## src/rtl/wtl1_pkg.sv

```systemverilog
`timescale 1ns/1ps
package wtl1_pkg;
  typedef enum logic [1:0] {LN_INV = 2'd0, LN_VAL = 2'd1, LN_ATM = 2'd2} line_st_e;
  typedef enum logic [2:0] {
    OP_LOAD = 3'd0, OP_STORE = 3'd1, OP_ATOMIC = 3'd2, OP_FLUSH = 3'd3, OP_INVAL = 3'd4
  } req_op_e;
  typedef enum logic [1:0] {L2_READ = 2'd0, L2_WRITE = 2'd1, L2_ATOMIC = 2'd2} l2_req_e;
  typedef enum logic [1:0] {RS_DATA = 2'd0, RS_WBACK = 2'd1, RS_ATOMIC = 2'd2} l2_rsp_e;
endpackage

```

## src/rtl/wtl1_store.sv

```systemverilog
`timescale 1ns/1ps
module wtl1_store #(
  parameter int SETS   = 4,
  parameter int WAYS   = 2,
  parameter int TAG_W  = 6,
  parameter int DATA_W = 32,
  parameter int SET_W  = 2,
  parameter int WAY_W  = 1
) (
  input  logic                          clk_i,
  input  logic                          rst_ni,
  input  logic [SET_W-1:0]              rd_set_i,
  output logic [WAYS-1:0][1:0]          rd_st_o,
  output logic [WAYS-1:0][TAG_W-1:0]    rd_tag_o,
  output logic [WAYS-1:0][DATA_W-1:0]   rd_dat_o,
  output logic [WAY_W-1:0]              rd_mru_o,
  input  logic                          wr_en_i,
  input  logic [WAY_W-1:0]              wr_way_i,
  input  logic [1:0]                    wr_st_i,
  input  logic [TAG_W-1:0]              wr_tag_i,
  input  logic                          wr_dat_en_i,
  input  logic [DATA_W-1:0]             wr_dat_i,
  input  logic                          mru_en_i,
  input  logic [WAY_W-1:0]              mru_way_i
);
  logic [1:0]        st_q  [SETS][WAYS];
  logic [TAG_W-1:0]  tag_q [SETS][WAYS];
  logic [DATA_W-1:0] dat_q [SETS][WAYS];
  logic [WAY_W-1:0]  mru_q [SETS];

  for (genvar w = 0; w < WAYS; w++) begin : g_rd
    assign rd_st_o[w]  = st_q[rd_set_i][w];
    assign rd_tag_o[w] = tag_q[rd_set_i][w];
    assign rd_dat_o[w] = dat_q[rd_set_i][w];
  end
  assign rd_mru_o = mru_q[rd_set_i];

  always_ff @(posedge clk_i or negedge rst_ni) begin
    if (!rst_ni) begin
      for (int s = 0; s < SETS; s++) begin
        mru_q[s] <= '0;
        for (int w = 0; w < WAYS; w++) st_q[s][w] <= 2'd0;
      end
    end else begin
      if (wr_en_i)  st_q[rd_set_i][wr_way_i] <= wr_st_i;
      if (mru_en_i) mru_q[rd_set_i] <= mru_way_i;
    end
  end

  // tags and data need no reset: state gates every use
  always_ff @(posedge clk_i) begin
    if (wr_en_i) tag_q[rd_set_i][wr_way_i] <= wr_tag_i;
    if (wr_en_i && wr_dat_en_i) dat_q[rd_set_i][wr_way_i] <= wr_dat_i;
  end
endmodule

```

## src/rtl/wtl1_lookup.sv

```systemverilog
`timescale 1ns/1ps
module wtl1_lookup import wtl1_pkg::*; #(
  parameter int WAYS  = 2,
  parameter int TAG_W = 6,
  parameter int WAY_W = 1
) (
  input  logic [WAYS-1:0][1:0]       st_i,
  input  logic [WAYS-1:0][TAG_W-1:0] tag_i,
  input  logic [TAG_W-1:0]           look_tag_i,
  input  logic [WAY_W-1:0]           mru_i,
  output logic                       hit_o,
  output logic [WAY_W-1:0]           hit_way_o,
  output logic [1:0]                 hit_st_o,
  output logic                       free_ok_o,
  output logic [WAY_W-1:0]           free_way_o,
  output logic                       vic_ok_o,
  output logic [WAY_W-1:0]           vic_way_o
);
  always_comb begin
    hit_o      = 1'b0;
    hit_way_o  = '0;
    hit_st_o   = LN_INV;
    free_ok_o  = 1'b0;
    free_way_o = '0;
    vic_ok_o   = 1'b0;
    vic_way_o  = '0;
    // fallback to the MRU way only when nothing else is usable
    if (st_i[mru_i] != LN_ATM) begin
      vic_ok_o  = 1'b1;
      vic_way_o = mru_i;
    end
    // descending scan: lowest index wins
    for (int i = WAYS - 1; i >= 0; i--) begin
      if (st_i[i] != LN_INV && tag_i[i] == look_tag_i) begin
        hit_o     = 1'b1;
        hit_way_o = WAY_W'(i);
        hit_st_o  = st_i[i];
      end
      if (st_i[i] == LN_INV) begin
        free_ok_o  = 1'b1;
        free_way_o = WAY_W'(i);
      end
    end
    for (int i = WAYS - 1; i >= 0; i--) begin
      if (WAY_W'(i) != mru_i && st_i[i] != LN_ATM) begin
        vic_ok_o  = 1'b1;
        vic_way_o = WAY_W'(i);
      end
    end
  end
endmodule

```

## src/rtl/wtl1_ctrl.sv

```systemverilog
`timescale 1ns/1ps
module wtl1_ctrl import wtl1_pkg::*; #(
  parameter int LADDR_W = 8,
  parameter int SETS    = 4,
  parameter int WAYS    = 2,
  parameter int DATA_W  = 32,
  parameter int SEQ_W   = 8
) (
  input  logic                clk_i,
  input  logic                rst_ni,
  input  logic                disable_l1_i,
  input  logic                req_valid_i,
  output logic                req_ready_o,
  input  logic [2:0]          req_op_i,
  input  logic [LADDR_W-1:0]  req_addr_i,
  input  logic [DATA_W-1:0]   req_data_i,
  input  logic [DATA_W/8-1:0] req_mask_i,
  input  logic [SEQ_W-1:0]    req_seq_i,
  output logic                l2_req_valid_o,
  output logic [1:0]          l2_req_kind_o,
  output logic [LADDR_W-1:0]  l2_req_addr_o,
  output logic [DATA_W-1:0]   l2_req_data_o,
  output logic [DATA_W/8-1:0] l2_req_mask_o,
  output logic [SEQ_W-1:0]    l2_req_seq_o,
  input  logic                l2_rsp_valid_i,
  input  logic [1:0]          l2_rsp_kind_i,
  input  logic [LADDR_W-1:0]  l2_rsp_addr_i,
  input  logic [DATA_W-1:0]   l2_rsp_data_i,
  input  logic [SEQ_W-1:0]    l2_rsp_seq_i,
  output logic                ld_done_o,
  output logic                st_done_o,
  output logic                atm_done_o,
  output logic                wr_cmp_o,
  output logic                inv_done_o,
  output logic [LADDR_W-1:0]  cpl_addr_o,
  output logic [DATA_W-1:0]   cpl_data_o,
  output logic [SEQ_W-1:0]    cpl_seq_o,
  output logic                flush_flag_o
);
  localparam int SET_W  = $clog2(SETS);
  localparam int TAG_W  = LADDR_W - SET_W;
  localparam int MASK_W = DATA_W / 8;
  localparam int WAY_W  = (WAYS > 1) ? $clog2(WAYS) : 1;

  logic [LADDR_W-1:0] look_addr;
  logic [SET_W-1:0]   look_set;
  logic [TAG_W-1:0]   look_tag;

  logic [WAYS-1:0][1:0]        rd_st;
  logic [WAYS-1:0][TAG_W-1:0]  rd_tag;
  logic [WAYS-1:0][DATA_W-1:0] rd_dat;
  logic [WAY_W-1:0]            rd_mru;

  logic             hit, free_ok, vic_ok;
  logic [WAY_W-1:0] hit_way, free_way, vic_way;
  logic [1:0]       hit_st;

  logic             wr_en, wr_dat_en, mru_en, accept, flush_set;
  logic [WAY_W-1:0] wr_way, mru_way;
  logic [1:0]       wr_st;

  logic               e_ld, e_st, e_atm, e_wc, e_inv;
  logic [DATA_W-1:0]  e_data;
  logic [SEQ_W-1:0]   e_seq;
  logic               q_v;
  logic [1:0]         q_kind;

  assign look_addr = l2_rsp_valid_i ? l2_rsp_addr_i : req_addr_i;
  assign look_set  = look_addr[SET_W-1:0];
  assign look_tag  = look_addr[LADDR_W-1:SET_W];

  wtl1_store #(
    .SETS(SETS), .WAYS(WAYS), .TAG_W(TAG_W), .DATA_W(DATA_W), .SET_W(SET_W), .WAY_W(WAY_W)
  ) u_store (
    .clk_i, .rst_ni,
    .rd_set_i(look_set), .rd_st_o(rd_st), .rd_tag_o(rd_tag), .rd_dat_o(rd_dat),
    .rd_mru_o(rd_mru),
    .wr_en_i(wr_en), .wr_way_i(wr_way), .wr_st_i(wr_st), .wr_tag_i(look_tag),
    .wr_dat_en_i(wr_dat_en), .wr_dat_i(l2_rsp_data_i),
    .mru_en_i(mru_en), .mru_way_i(mru_way)
  );

  wtl1_lookup #(.WAYS(WAYS), .TAG_W(TAG_W), .WAY_W(WAY_W)) u_lookup (
    .st_i(rd_st), .tag_i(rd_tag), .look_tag_i(look_tag), .mru_i(rd_mru),
    .hit_o(hit), .hit_way_o(hit_way), .hit_st_o(hit_st),
    .free_ok_o(free_ok), .free_way_o(free_way),
    .vic_ok_o(vic_ok), .vic_way_o(vic_way)
  );

  always_comb begin
    wr_en = 1'b0; wr_dat_en = 1'b0; wr_way = hit_way; wr_st = LN_INV;
    mru_en = 1'b0; mru_way = hit_way;
    accept = 1'b0; flush_set = 1'b0;
    e_ld = 1'b0; e_st = 1'b0; e_atm = 1'b0; e_wc = 1'b0; e_inv = 1'b0;
    e_data = '0; e_seq = '0;
    q_v = 1'b0; q_kind = L2_READ;
    if (l2_rsp_valid_i) begin
      unique case (l2_rsp_e'(l2_rsp_kind_i))
        RS_DATA: begin
          e_ld = 1'b1;
          e_data = l2_rsp_data_i;
          if (!disable_l1_i) begin
            if (hit) begin
              if (hit_st == LN_VAL) begin
                wr_en = 1'b1; wr_st = LN_VAL; wr_dat_en = 1'b1; mru_en = 1'b1;
              end
            end else if (free_ok) begin
              wr_en = 1'b1; wr_way = free_way; wr_st = LN_VAL; wr_dat_en = 1'b1;
              mru_en = 1'b1; mru_way = free_way;
            end else if (vic_ok) begin
              // fills cannot wait, so the victim is overwritten in place
              wr_en = 1'b1; wr_way = vic_way; wr_st = LN_VAL; wr_dat_en = 1'b1;
              mru_en = 1'b1; mru_way = vic_way;
            end
          end
        end
        RS_WBACK: begin
          e_wc = 1'b1;
          e_seq = l2_rsp_seq_i;
        end
        RS_ATOMIC: begin
          e_atm = 1'b1;
          e_data = l2_rsp_data_i;
          if (hit && hit_st == LN_ATM) begin
            wr_en = 1'b1; wr_st = LN_INV;
          end
        end
        default: ;
      endcase
    end else if (req_valid_i) begin
      unique case (req_op_e'(req_op_i))
        OP_LOAD: if (!(hit && hit_st == LN_ATM)) begin
          accept = 1'b1;
          if (hit) begin
            e_ld = 1'b1; e_data = rd_dat[hit_way]; mru_en = 1'b1;
          end else begin
            q_v = 1'b1; q_kind = L2_READ;
          end
        end
        OP_STORE: if (!(hit && hit_st == LN_ATM)) begin
          accept = 1'b1;
          e_st = 1'b1; e_seq = req_seq_i;
          q_v = 1'b1; q_kind = L2_WRITE;
          if (hit) begin
            wr_en = 1'b1; wr_st = LN_INV;
          end
        end
        OP_ATOMIC: if (!(hit && hit_st == LN_ATM)) begin
          if (hit) begin
            accept = 1'b1; wr_en = 1'b1; wr_st = LN_ATM; mru_en = 1'b1;
            q_v = 1'b1; q_kind = L2_ATOMIC;
          end else if (free_ok) begin
            accept = 1'b1; wr_en = 1'b1; wr_way = free_way; wr_st = LN_ATM;
            mru_en = 1'b1; mru_way = free_way;
            q_v = 1'b1; q_kind = L2_ATOMIC;
          end else if (vic_ok) begin
            // replacement cycle: drop the victim, retry next cycle
            wr_en = 1'b1; wr_way = vic_way; wr_st = LN_INV;
          end
        end
        OP_FLUSH: begin
          accept = 1'b1; flush_set = 1'b1;
        end
        OP_INVAL: begin
          accept = 1'b1; e_inv = 1'b1;
          if (hit && hit_st == LN_VAL) begin
            wr_en = 1'b1; wr_st = LN_INV;
          end
        end
        default: accept = 1'b1;
      endcase
    end
  end

  assign req_ready_o = l2_rsp_valid_i ? 1'b0 : (req_valid_i ? accept : 1'b1);

  always_ff @(posedge clk_i or negedge rst_ni) begin
    if (!rst_ni) begin
      ld_done_o <= 1'b0; st_done_o <= 1'b0; atm_done_o <= 1'b0;
      wr_cmp_o <= 1'b0; inv_done_o <= 1'b0;
      cpl_addr_o <= '0; cpl_data_o <= '0; cpl_seq_o <= '0;
      l2_req_valid_o <= 1'b0; l2_req_kind_o <= '0; l2_req_addr_o <= '0;
      l2_req_data_o <= '0; l2_req_mask_o <= '0; l2_req_seq_o <= '0;
      flush_flag_o <= 1'b0;
    end else begin
      ld_done_o  <= e_ld;
      st_done_o  <= e_st;
      atm_done_o <= e_atm;
      wr_cmp_o   <= e_wc;
      inv_done_o <= e_inv;
      cpl_addr_o <= look_addr;
      cpl_data_o <= e_data;
      cpl_seq_o  <= e_seq;
      l2_req_valid_o <= q_v;
      l2_req_kind_o  <= q_kind;
      l2_req_addr_o  <= req_addr_i;
      l2_req_data_o  <= q_v ? req_data_i : '0;
      l2_req_mask_o  <= q_v ? req_mask_i : MASK_W'(0);
      l2_req_seq_o   <= q_v ? req_seq_i : '0;
      if (flush_set) flush_flag_o <= 1'b1;
    end
  end
endmodule

```

## config.mk

```make
export PLATFORM = sky130hd
export DESIGN_NAME = wtl1_ctrl
export DESIGN_NICKNAME = d
export VERILOG_FILES = /design/src/rtl/wtl1_pkg.sv /design/src/rtl/wtl1_store.sv /design/src/rtl/wtl1_lookup.sv /design/src/rtl/wtl1_ctrl.sv
export SDC_FILE = /design/constraint.sdc
export NUM_CORES = 1
export LEC_CHECK = 0
export ABC_AREA = 0
export BUFFER_PORTS_ARGS = -buffer_cell sky130_fd_sc_hd__buf_2
export CAP_MARGIN = 30
export CORE_ASPECT_RATIO = 0.9
export CORE_UTILIZATION = 25
export DETAILED_ROUTE_END_ITERATION = 8
export PLACE_DENSITY = 0.37
export SLEW_MARGIN = 20
export SYNTH_ARGS = -nofsm -noshare
export SYNTH_HDL_FRONTEND = slang
export SYNTH_HIERARCHICAL = 1
export SYNTH_SLANG_ARGS = --single-unit
```

## constraint.sdc

```tcl
create_clock -name clk_i -period 6.3 [get_ports clk_i]
set_clock_uncertainty 0.15 [all_clocks]
set_input_delay 0.315 -clock clk_i [delete_from_list [all_inputs] [get_ports clk_i]]
set_output_delay 0.315 -clock clk_i [all_outputs]
set_load 0.1 [all_outputs]
```

==> impl_metrics.toml, run 1 <==
[worst_setup_path]
cp.arrival_ps = 5140
start_kind = "primary input"
crit_buf_inv = 4
end_kind = "flop"
crit_family = "simple AND/OR/NAND/NOR gates"
path_cells = "dlygate4sd3_1 > buf_2 > mux2_8 > buf_4 > mux4_2 > xor2_1 > nor4_2 > nand4_1 > mux2_2 > nor2b_1 > o22a_1 > or3_1 > nand3_1 > nand3_1 > nor3_4 > buf_4"
crit_type = "primary input to flop"
required_ps = 6380
slowest_delay_ps = 560
path_max_fanout = 25
slowest_stage = "mux4_2"

[place]
dp_slack_ps = 745
place.gp.congestion = 0.742
dp_hpwl_um = 25000
io_buffers = 219

[layout]
finalNetCount = 1311
layout-drive-gt1-share_pct = 39.0
layout_commonest_cell = "edfxtp_1"
diodes = 0
layout_common_cells = "edfxtp_1 (304), buf_2 (218), dfrtp_1 (128)"
syn2layout_area_growth_pct = 29.8

[clock_network]
cts_max_level = 2
tritoncts = "done"
post_cts_buffers = 0
cts_buffers = 48
clock_latency_ps = 590
clockBufferDepth = 3
clock-root-buffer = "clkbuf_16"
cts.sinks = 432
cts.clk_slew.worst_paths_ps = 60

[synthesis]
synth_edf_count = 304
ys_async_sr_fraction_pct = 29.6
yosysWarnings = 6
syn-cell-area_um2 = 16600
yosysUniqueCellTypes = 58
synth_seq_cells = 432
syn_nets = 955
netlist_instances = 845
synth_top_area_share_pct = 54.9
synth_ff_type = "edfxtp_1"
yosys.area.top_type = "edfxtp_1"
yosysSeqAreaShare_pct = 74.2
yosys-top-cells-area = "edfxtp_1 (55%), dfrtp_1 (19%), mux4_2 (11%)"
avgSynthCellArea_um2 = 19.7

[detailed_routing]
drt-vias-per-instance = 4.25
antenna_left = 0
post-route-drc-count = 52
dr.pass1.iters = 7
detailedRoute.firstIterationViolations = 454
wl_per_cell_um = 19.5
vias = 8944
routed_wl_um = 41000

[pwr]
power_density_nw_per_um2 = 306
ir_drop_mv = 0.159
p_int_uw = 5010
p_sw_uw = 1590
p_leak_uw = 0.00829
power_frac_comb_pct = 9.0
swShare_pct = 24.0
p_clk_share_pct = 44.1
power_frac_seq_pct = 46.9

[global_routing]
grtUsageMet2_pct = 19.4
grt-busiest-layer = "met2"
grtUsageMet1_pct = 16.9
grt_pass1_wl_um = 61800
grtUsageMet3_pct = 2.35
antenna_found_initial = 2
grt_overflow = 0
grt_max_degree = 71
grt_pass1_vias = 9465
grtUsageTotal_pct = 12.2

[timing]
relSlewSlack_pct = 36.6
period_needed_ps = 5060
tightest_slew_ps = 937
holdWs_ps = 41.0
hold_viol_final = 0
finalCritPeriodShare_pct = 80.3
fmax_mhz = 198
setup_slack_ps = 1240
setup_viol = 0
grt_setup_unrepaired = "no"
fin_setup_tns_ps = 0
slew_violations = 0

[floorplanning]
die_w_um = 274
die_height_um = 247
initial_core_util_pct = 25.3
die_area_um2 = 67500
std_cell_rows = 89
io_pins = 220
core-area_um2 = 65700

[status]
status = "finished with violations"
violations = "DRC"

[min_path]
hp-class = "primary input to flop"

[flow_run]
maxCapViolCount = 0
-- metal layers --
layer	share of wire, %	up-vias
met3	4.6	65
met5	0.076	-
met2	47	205
met1	46	4654
met4	2.1	4
li1	-	4016
-- sequential cells by signal, summed over array words and instances, names as in the netlist, 8 cells and up --
| register | cells |
|---|---|
| cpl_seq_o | 8 |
| l2_req_addr_o | 8 |
| u_store/st_q | 16 |
| l2_req_data_o | 32 |
| cpl_addr_o | 8 |
| u_store/dat_q | 256 |
| l2_req_seq_o | 8 |
| u_store/tag_q | 48 |
| cpl_data_o | 32 |
-- stage by stage --
| stage | power [µW] | util [%] | instance area, µm² | instances |
|---|---|---|---|---|
| after floorplan | 3530 | - | 16600 | 845 |
| after global placement | 3710 | 28.7 | 18900 | 1910 |
| after detailed placement | 3710 | 28.7 | 18900 | 1910 |
| after CTS | 6720 | 32.8 | 21600 | 2104 |
| after global routing | 6860 | 32.8 | 21600 | 2105 |
| final | 6600 | 32.8 | 21600 | 2105 |
-- final cells by class --
class                   instances  area, µm²
repair buffers                350       2420
fillers                      6437      44100
clock inverters                29        317
flip-flops and latches        432      12300
multi-input cells             362       4080
clock buffers                  61       1320
well taps                     864       1080
inverters                       7       26.3
-- cells by family (layout without fill, tap and decap cells) --
group / Yosys count / after routing / share of synthesized area (%)
DFF: 432 / 432 / 74.2
and+or+nand+nor: 153 / 153 / 5.78
muxes: 144 / 144 / 15.0
AOI/OAI and AO/OA: 53 / 53 / 2.54
buffers and inverters: 51 / 447 / 1.86
xor gates and xnor gates: 12 / 12 / 0.632
-- path summary, 6_finish.rpt --
check	from	end	slack, ps	cells past startpoint
worst max-delay path	req_addr_i[0]	u_store/dat_q[0][14]	1240	16
worst min-delay path	l2_rsp_addr_i[6]	cpl_addr_o[6]	40	2
worst max register to register	u_store/tag_q[3][2]	u_store/dat_q[0][14]	1780	12
worst min register to register	u_store/st_q[7]	u_store/st_q[7]	350	1
max in group asynchronous	rst_ni	l2_req_mask_o[0]	4510	3
min in group asynchronous	rst_ni	l2_req_addr_o[3]	190	2
-- power groups by stage --
stage / registers, µW / logic, µW / clock network [µW]
finish: 3090 / 596 / 2910
global route: 3100 / 639 / 3130
CTS: 3090 / 608 / 3020
detailed placement: 3150 / 555 / 0
global placement: 3150 / 556 / 0
floorplan: 3340 / 198 / 0
-- cells in the mapped netlist, drive strengths merged (2+ instances only) --
library cell and instances:
a21oi 2, a22o 8, and2 46, and3 2, and3b 2, and4bb 3, buf 32, clkbuf 12
dfrtp 128, edfxtp 304, inv 7, mux2 30, mux2i 33, mux4 81, nand2 39, nand2b 6
nand3 3, nand3b 5, nand4 2, nand4b 3, nor2 13, nor2b 5, nor3 8, nor3b 2
nor4 2, nor4b 3, o21ai 33, or2b 3, or3 2, or3b 3, xnor2 3, xor2 9
-- what timing repair did --
action | CTS | global route
hold buffers | 104 | 0
endpoints found under the hold margin | 423 | 0
endpoints found under the setup margin | 0 | 0
resized for setup | 0 | 0
Power figures use the tool's default switching activity.
==> inputs of run 2 (changes only) <==
- ABC_AREA: 0 -> 1
- PLACE_DENSITY: 0.37 -> 0.38
- clock period: 6.3 -> 4.2 ns (I/O delays scaled with it)
==> run 2 against run 1 <==
  * The flow now finishes without violations
  * Die area rose by 7.5%
  * Sequential cell count did not move
  * Non-clock buffer count rose by 41
  * Largest cell class unchanged
  * Largest power group unchanged
==> impl_metrics.toml, run 2 <==
[synthesis]
synth_top_area_share_pct = 51.0
synth_most_common_cell = "nand2_1"
synth_ff_type = "edfxtp_1"
synth_edf_count = 304
yosysWarnings = 6
synth_seq_cells = 432
synthTopCellsByCount = "nand2_1 (912), edfxtp_1 (304), dfrtp_1 (128)"
yosys.area.top_type = "edfxtp_1"
ys_async_sr_fraction_pct = 29.6
avgSynthCellArea_um2 = 10.3
syn_nets = 1844
netlist_instances = 1734
yosys-top-cells-area = "edfxtp_1 (51%), nand2_1 (19%), dfrtp_1 (18%)"
yosysUniqueCellTypes = 33
syn-cell-area_um2 = 17900
yosysSeqAreaShare_pct = 69.0

[pwr]
power_density_nw_per_um2 = 429
power.total_uw = 10000
ir_drop_mv = 0.285
p_leak_uw = 0.0106

[detailed_routing]
routed_wl_um = 50300
vias = 12600
antenna_left = 0
wl_per_cell_um = 16.3
drt-vias-per-instance = 4.09
dr.pass1.iters = 6
post-route-drc-count = 0
detailedRoute.firstIterationViolations = 793

[timing]
fin_setup_tns_ps = 0
finalCritPeriodShare_pct = 91.6
relSlewSlack_pct = 39.2
setup_viol = 0
period_needed_ps = 3850
slew_violations = 0
tightest_slew_ps = 912
setup_slack_ps = 352
grt_setup_unrepaired = "no"
hold_viol_final = 0
fmax_mhz = 260

[layout]
finalNetCount = 2213
layout_common_cells = "nand2_1 (906), edfxtp_1 (304), buf_2 (217)"
regMostFlops = "u_store/dat_q"
layout_commonest_cell = "nand2_1"
layout-drive-gt1-share_pct = 19.6
syn2layout_area_growth_pct = 30.8
reg_top3 = "u_store/dat_q (256), u_store/tag_q (48)"
largest_reg_flops = 256

[worst_setup_path]
slowest_delay_ps = 550
cp.arrival_ps = 3990
end_kind = "flop"
crit_type = "primary input to flop"
r2r_end = "u_store/dat_q[2][1]"
crit_buf_inv = 8
path_max_fanout = 26
crit_path_frequent_cell = "nand2_1"
required_ps = 4340
worst_r2r_path_depth = 21
crit_family = "simple AND/OR/NAND/NOR gates"
start_kind = "primary input"
r2r_slack_ps = 740
r2r-start = "u_store/st_q[9]"
slowest_stage = "dlygate4sd3_1"

[floorplanning]
io_pins = 220
initial_core_util_pct = 25.4
die_height_um = 256
std_cell_rows = 92
core-area_um2 = 70400
die_area_um2 = 72600
die_w_um = 284

[clock_network]
clock_latency_ps = 600
cts.sinks = 432
clockBufferDepth = 3
cts_max_level = 2
cts.clk_slew.worst_paths_ps = 50
cts_buffers = 50
clock-root-buffer = "clkbuf_16"
tritoncts = "done"

[global_routing]
antenna_found_initial = 2
grt_overflow = 0
grt_pass1_wl_um = 76700
grt_pass1_vias = 12600
grt_max_degree = 75
grtUsageTotal_pct = 13.6

[min_path]
hp-class = "primary input to asynchronous set/reset pin"

[place]
place.gp.congestion = 0.817
io_buffers = 219
dp_hpwl_um = 29800
dp_slack_ps = 43.2

[status]
status = "finished, final reports clean"

[flow_run]
maxCapViolCount = 0
## run 2: cell types whose count changed after synthesis, moves of 8 or more
cell / delta
a22o_1: -8
and2_1: -46
buf_2: +29
inv_1: +83
mux2_2: -30
mux4_2: -81
nand2_1: +873
nand3_1: +26
nor2_1: +61
nor2_2: +11
o21ai_0: +11
xor2_1: -9
## run 2: stage by stage
stage / utilization [%] / hold WS (ps) / cells / cell area (µm²)
2_1_floorplan: - / -236 / 1734 / 17900
3_3_place_gp: 28.9 / 134 / 2863 / 20400
3_5_place_dp: 28.9 / 129 / 2863 / 20400
4_1_cts: 32.9 / 16.0 / 3077 / 23200
5_1_grt: 33.2 / 88.0 / 3086 / 23400
6_report: 33.2 / 40.8 / 3087 / 23400
## run 2: worst register-to-register path, cell delays in order (launching register included)
cell     delay, ps
dfrtp_1        380
nand2_1         80
nand2_1         70
nand2_1         40
nand2_1        140
nor2_1          90
nor2_1         100
nand3_1         90
nor2_2         210
inv_2           90
nand2_2        130
nor2_1         100
nand2_1        110
nand2_1         70
nor2_2         150
nor2_1          60
nand3_1        150
nand2_1        140
inv_1          180
nand2_1        170
nor2_4         230
buf_12         200
## run 2: final cells by class
type,count,area (µm²)
clock buffer,83,1540
multi-input combinational,1129,4890
inverter,99,385
clock inverter,10,103
timing repair buffer,391,2960
tap,940,1180
fill,7201,47100
antenna,3,7.51
sequential,432,12300
## run 2: logic make-up after synthesis
kind of cell	count (synthesis)	share of synthesized area, %
flip-flops	432	69.0
XOR/XNOR	2	0.0980
multiplexers	32	1.79
AND/OR/NAND/NOR	1046	22.8
buffers and inverters	173	4.29
AO/OA/AOI/OAI	49	2.04
## run 2: what timing repair did
item / in CTS / in global routing
gates resized for setup: 0 / 12
hold buffers: 121 / 0
setup endpoints to repair: 0 / 286
setup buffers: 0 / 1
hold endpoints to repair: 430 / 0
## run 2: how the worst max path moves through the flow
stage                               from                    to  slack (ps)  cells past startpoint
after floorplan           l2_rsp_valid_i   u_store/dat_q[0][0]         100                     26
after global placement    l2_rsp_valid_i  u_store/dat_q[2][54]          70                     30
after detailed placement  l2_rsp_valid_i  u_store/dat_q[2][32]          40                     30
after CTS                  req_addr_i[0]  u_store/dat_q[2][32]         170                     30
after global routing       req_addr_i[0]  u_store/dat_q[0][33]          10                     31
final                      req_addr_i[0]   u_store/dat_q[2][1]         350                     29
## run 2: metal layers
layer / routed length, µm / vias up / global-route usage [%]
met5: 0 / - / 0
met4: 1200 / 0 / 4.40
met3: 2090 / 67 / 2.18
met2: 22500 / 288 / 21.2
met1: 24500 / 5990 / 19.3
li1: - / 6287 / -
## run 2: power breakdown
part	internal, µW	switching, µW
clock	2560	1780
sequential	4620	14.4
combinational	285	765
total	7470	2560
==> inputs of run 3 (changes only) <==
- SLEW_MARGIN: 20 -> 5
- clock period: 4.2 -> 3.4 ns (I/O delays scaled with it)
==> run 3 against run 2 <==
  * Design area is 3.5% higher
  * Combinational power up 30%
  * Register-to-register slack got worse by 470 ps
  * Utilization rose by 1.2 points
  * Critical path depth shrank 7
  * Count of clock-buffer cells in the layout fell by 7
==> impl_metrics.toml, run 3 (synthesis results as in run 2) <==
[detailed_routing]
dr.pass1.iters = 5
antenna_left = 0
routed_wl_um = 50500
vias = 12900
drt-vias-per-instance = 4.08
detailedRoute.firstIterationViolations = 702
post-route-drc-count = 0
wl_per_cell_um = 16.0

[timing]
period_needed_ps = 3130
hold_viol_final = 0
setup_viol = 0
slew_violations = 0
tightest_slew_ps = 802
relSlewSlack_pct = 46.5
finalCritPeriodShare_pct = 92.0
fmax_mhz = 320
fin_setup_tns_ps = 0

[global_routing]
antenna_found_initial = 3
grt_pass1_wl_um = 78400
grtUsageTotal_pct = 13.9
grt_max_degree = 81
grt_pass1_vias = 13300
grt_overflow = 0
grtUsageMet2_pct = 22.8
grtUsageMet1_pct = 18.9
grt-busiest-layer = "met2"
grtUsageMet3_pct = 2.42

[floorplanning]
core-area_um2 = 70400
die_w_um = 284
initial_core_util_pct = 25.4
die_height_um = 256
std_cell_rows = 92
io_pins = 220
die_area_um2 = 72600

[worst_setup_path]
required_ps = 3560
r2r-start = "u_store/st_q[8]"
path_cells = "nand2_1 > nand2_1 > nand2_1 > nand2_1 > nor2_4 > nor2_1 > nand3_1 > nor2_4 > inv_2 > nand2_4 > buf_4 > nand2_1 > nand2_1 > nor2_2 > nor2_2 > nand3_2 > inv_2 > nor2_4 > nand2_2 > nor2_4 > buf_12 > clkbuf_16"
r2r_slack_ps = 270
slowest_stage = "dfrtp_1"
crit_buf_inv = 5
crit_path_frequent_cell = "nand2_1"
path_max_fanout = 7
crit_type = "flop to flop"
slowest_delay_ps = 390
r2r_end = "u_store/dat_q[2][60]"
start_kind = "flop"
worst_r2r_path_depth = 22
critical_path.startpoint = "u_store/st_q[8]"
cp_num_cells = 22
end_kind = "flop"
cp.arrival_ps = 3290
crit_family = "simple AND/OR/NAND/NOR gates"

[layout]
syn2layout_area_growth_pct = 35.4
finalNetCount = 2286
regMostFlops = "u_store/dat_q"
design_area_um2 = 24200
reg_top3 = "u_store/dat_q (256), u_store/tag_q (48)"
layout-drive-gt1-share_pct = 23.5
final_cells = 3160
layout_common_cells = "nand2_1 (892), edfxtp_1 (304), buf_2 (217)"
layout_commonest_cell = "nand2_1"
largest_reg_flops = 256

[pwr]
power_frac_seq_pct = 45.9
swShare_pct = 25.8
p_int_uw = 9270
power_frac_comb_pct = 10.9
p_leak_uw = 0.0110
p_sw_uw = 3220
power_density_nw_per_um2 = 516
p_clk_share_pct = 43.2
ir_drop_mv = 0.329

[place]
placedCellCount = 2929
dp_hpwl_um = 31700
place.gp.congestion = 0.774
place_area_um2 = 21000
io_buffers = 219

[clock_network]
cts_max_level = 2
clockBufferDepth = 3
clock_latency_ps = 600
cts.clk_slew.worst_paths_ps = 60
cts.sinks = 432
tritoncts = "done"
clock-root-buffer = "clkbuf_16"
cts_buffers = 51

[flow_run]
maxCapViolCount = 0

[min_path]
hold_depth = 4
hold_start = "l2_rsp_addr_i[5]"
hold-path-endpoint = "cpl_addr_o[5]"
hp-class = "primary input to flop"

[status]
status = "finished, final reports clean"
-- run 3: cell types whose count changed in the layout (fill, tap and decap cells not counted), sizes merged --
cell         change
buf             +71
clkbuf           -8
clkinv           +7
clkinvlp         +3
diode            -2
dlygate4sd3      +2
-- run 3: worst register-to-register path: cells and delay by family (launching register included) --
family / cells / cell delay [ps]
AND/OR/NAND/NOR: 17 / 1690
buffers and inverters: 5 / 640
flip-flops: 1 / 390
-- run 3: area by class of cell --
cell class,instances,area (µm²)
Tap cell,940,1180
Inverter,99,397
Clock buffer,76,1500
Clock inverter,20,175
Sequential cell,432,12300
Fill cell,7189,46200
Timing Repair Buffer,463,3620
Antenna cell,1,2.50
Multi-Input combinational cell,1129,5010
-- run 3: layer usage --
layer / part of all wire, % / vias up
li1: - / 6435
met1: 48 / 6160
met2: 47 / 238
met3: 3.9 / 60
met4: 1.8 / 2
met5: 0.022 / -
-- run 3: how the worst max path moves through the flow --
| stage | end | slack, ps |
|---|---|---|
| floorplan | u_store/dat_q[2][32] | -180 |
| global placement | u_store/dat_q[2][39] | -380 |
| detailed placement | u_store/tag_q[2][6] | -410 |
| CTS | req_ready_o | 60 |
| global route | u_store/dat_q[2][57] | -20 |
| finish | u_store/dat_q[2][60] | 270 |
-- run 3: stage by stage --
stage / setup slack [ps] / util, % / total power [µW] / hold slack (ps)
2_1_floorplan: -179 / - / 6650 / -276
3_3_place_gp: -375 / 29.9 / 7110 / -126
3_5_place_dp: -413 / 29.9 / 7110 / -126
4_1_cts: 62.3 / 34.0 / 12700 / 3.31
5_1_grt: -23.9 / 34.4 / 13000 / 38.9
6_report: 272 / 34.4 / 12500 / 11.5
-- run 3: power groups by stage --
stage / Clock [µW] / Combinational (µW) / Sequential, µW
floorplan: 0 / 522 / 6130
global placement: 0 / 1280 / 5840
detailed placement: 0 / 1280 / 5840
CTS: 5600 / 1390 / 5730
global route: 5810 / 1500 / 5730
finish: 5400 / 1360 / 5730
-- run 3: what timing repair did --
item,in CTS,in global routing
hold buffers,123,0
endpoints found under the hold margin,486,0
setup endpoints to repair,0,287
resized for setup,0,26
buffers inserted,0,7
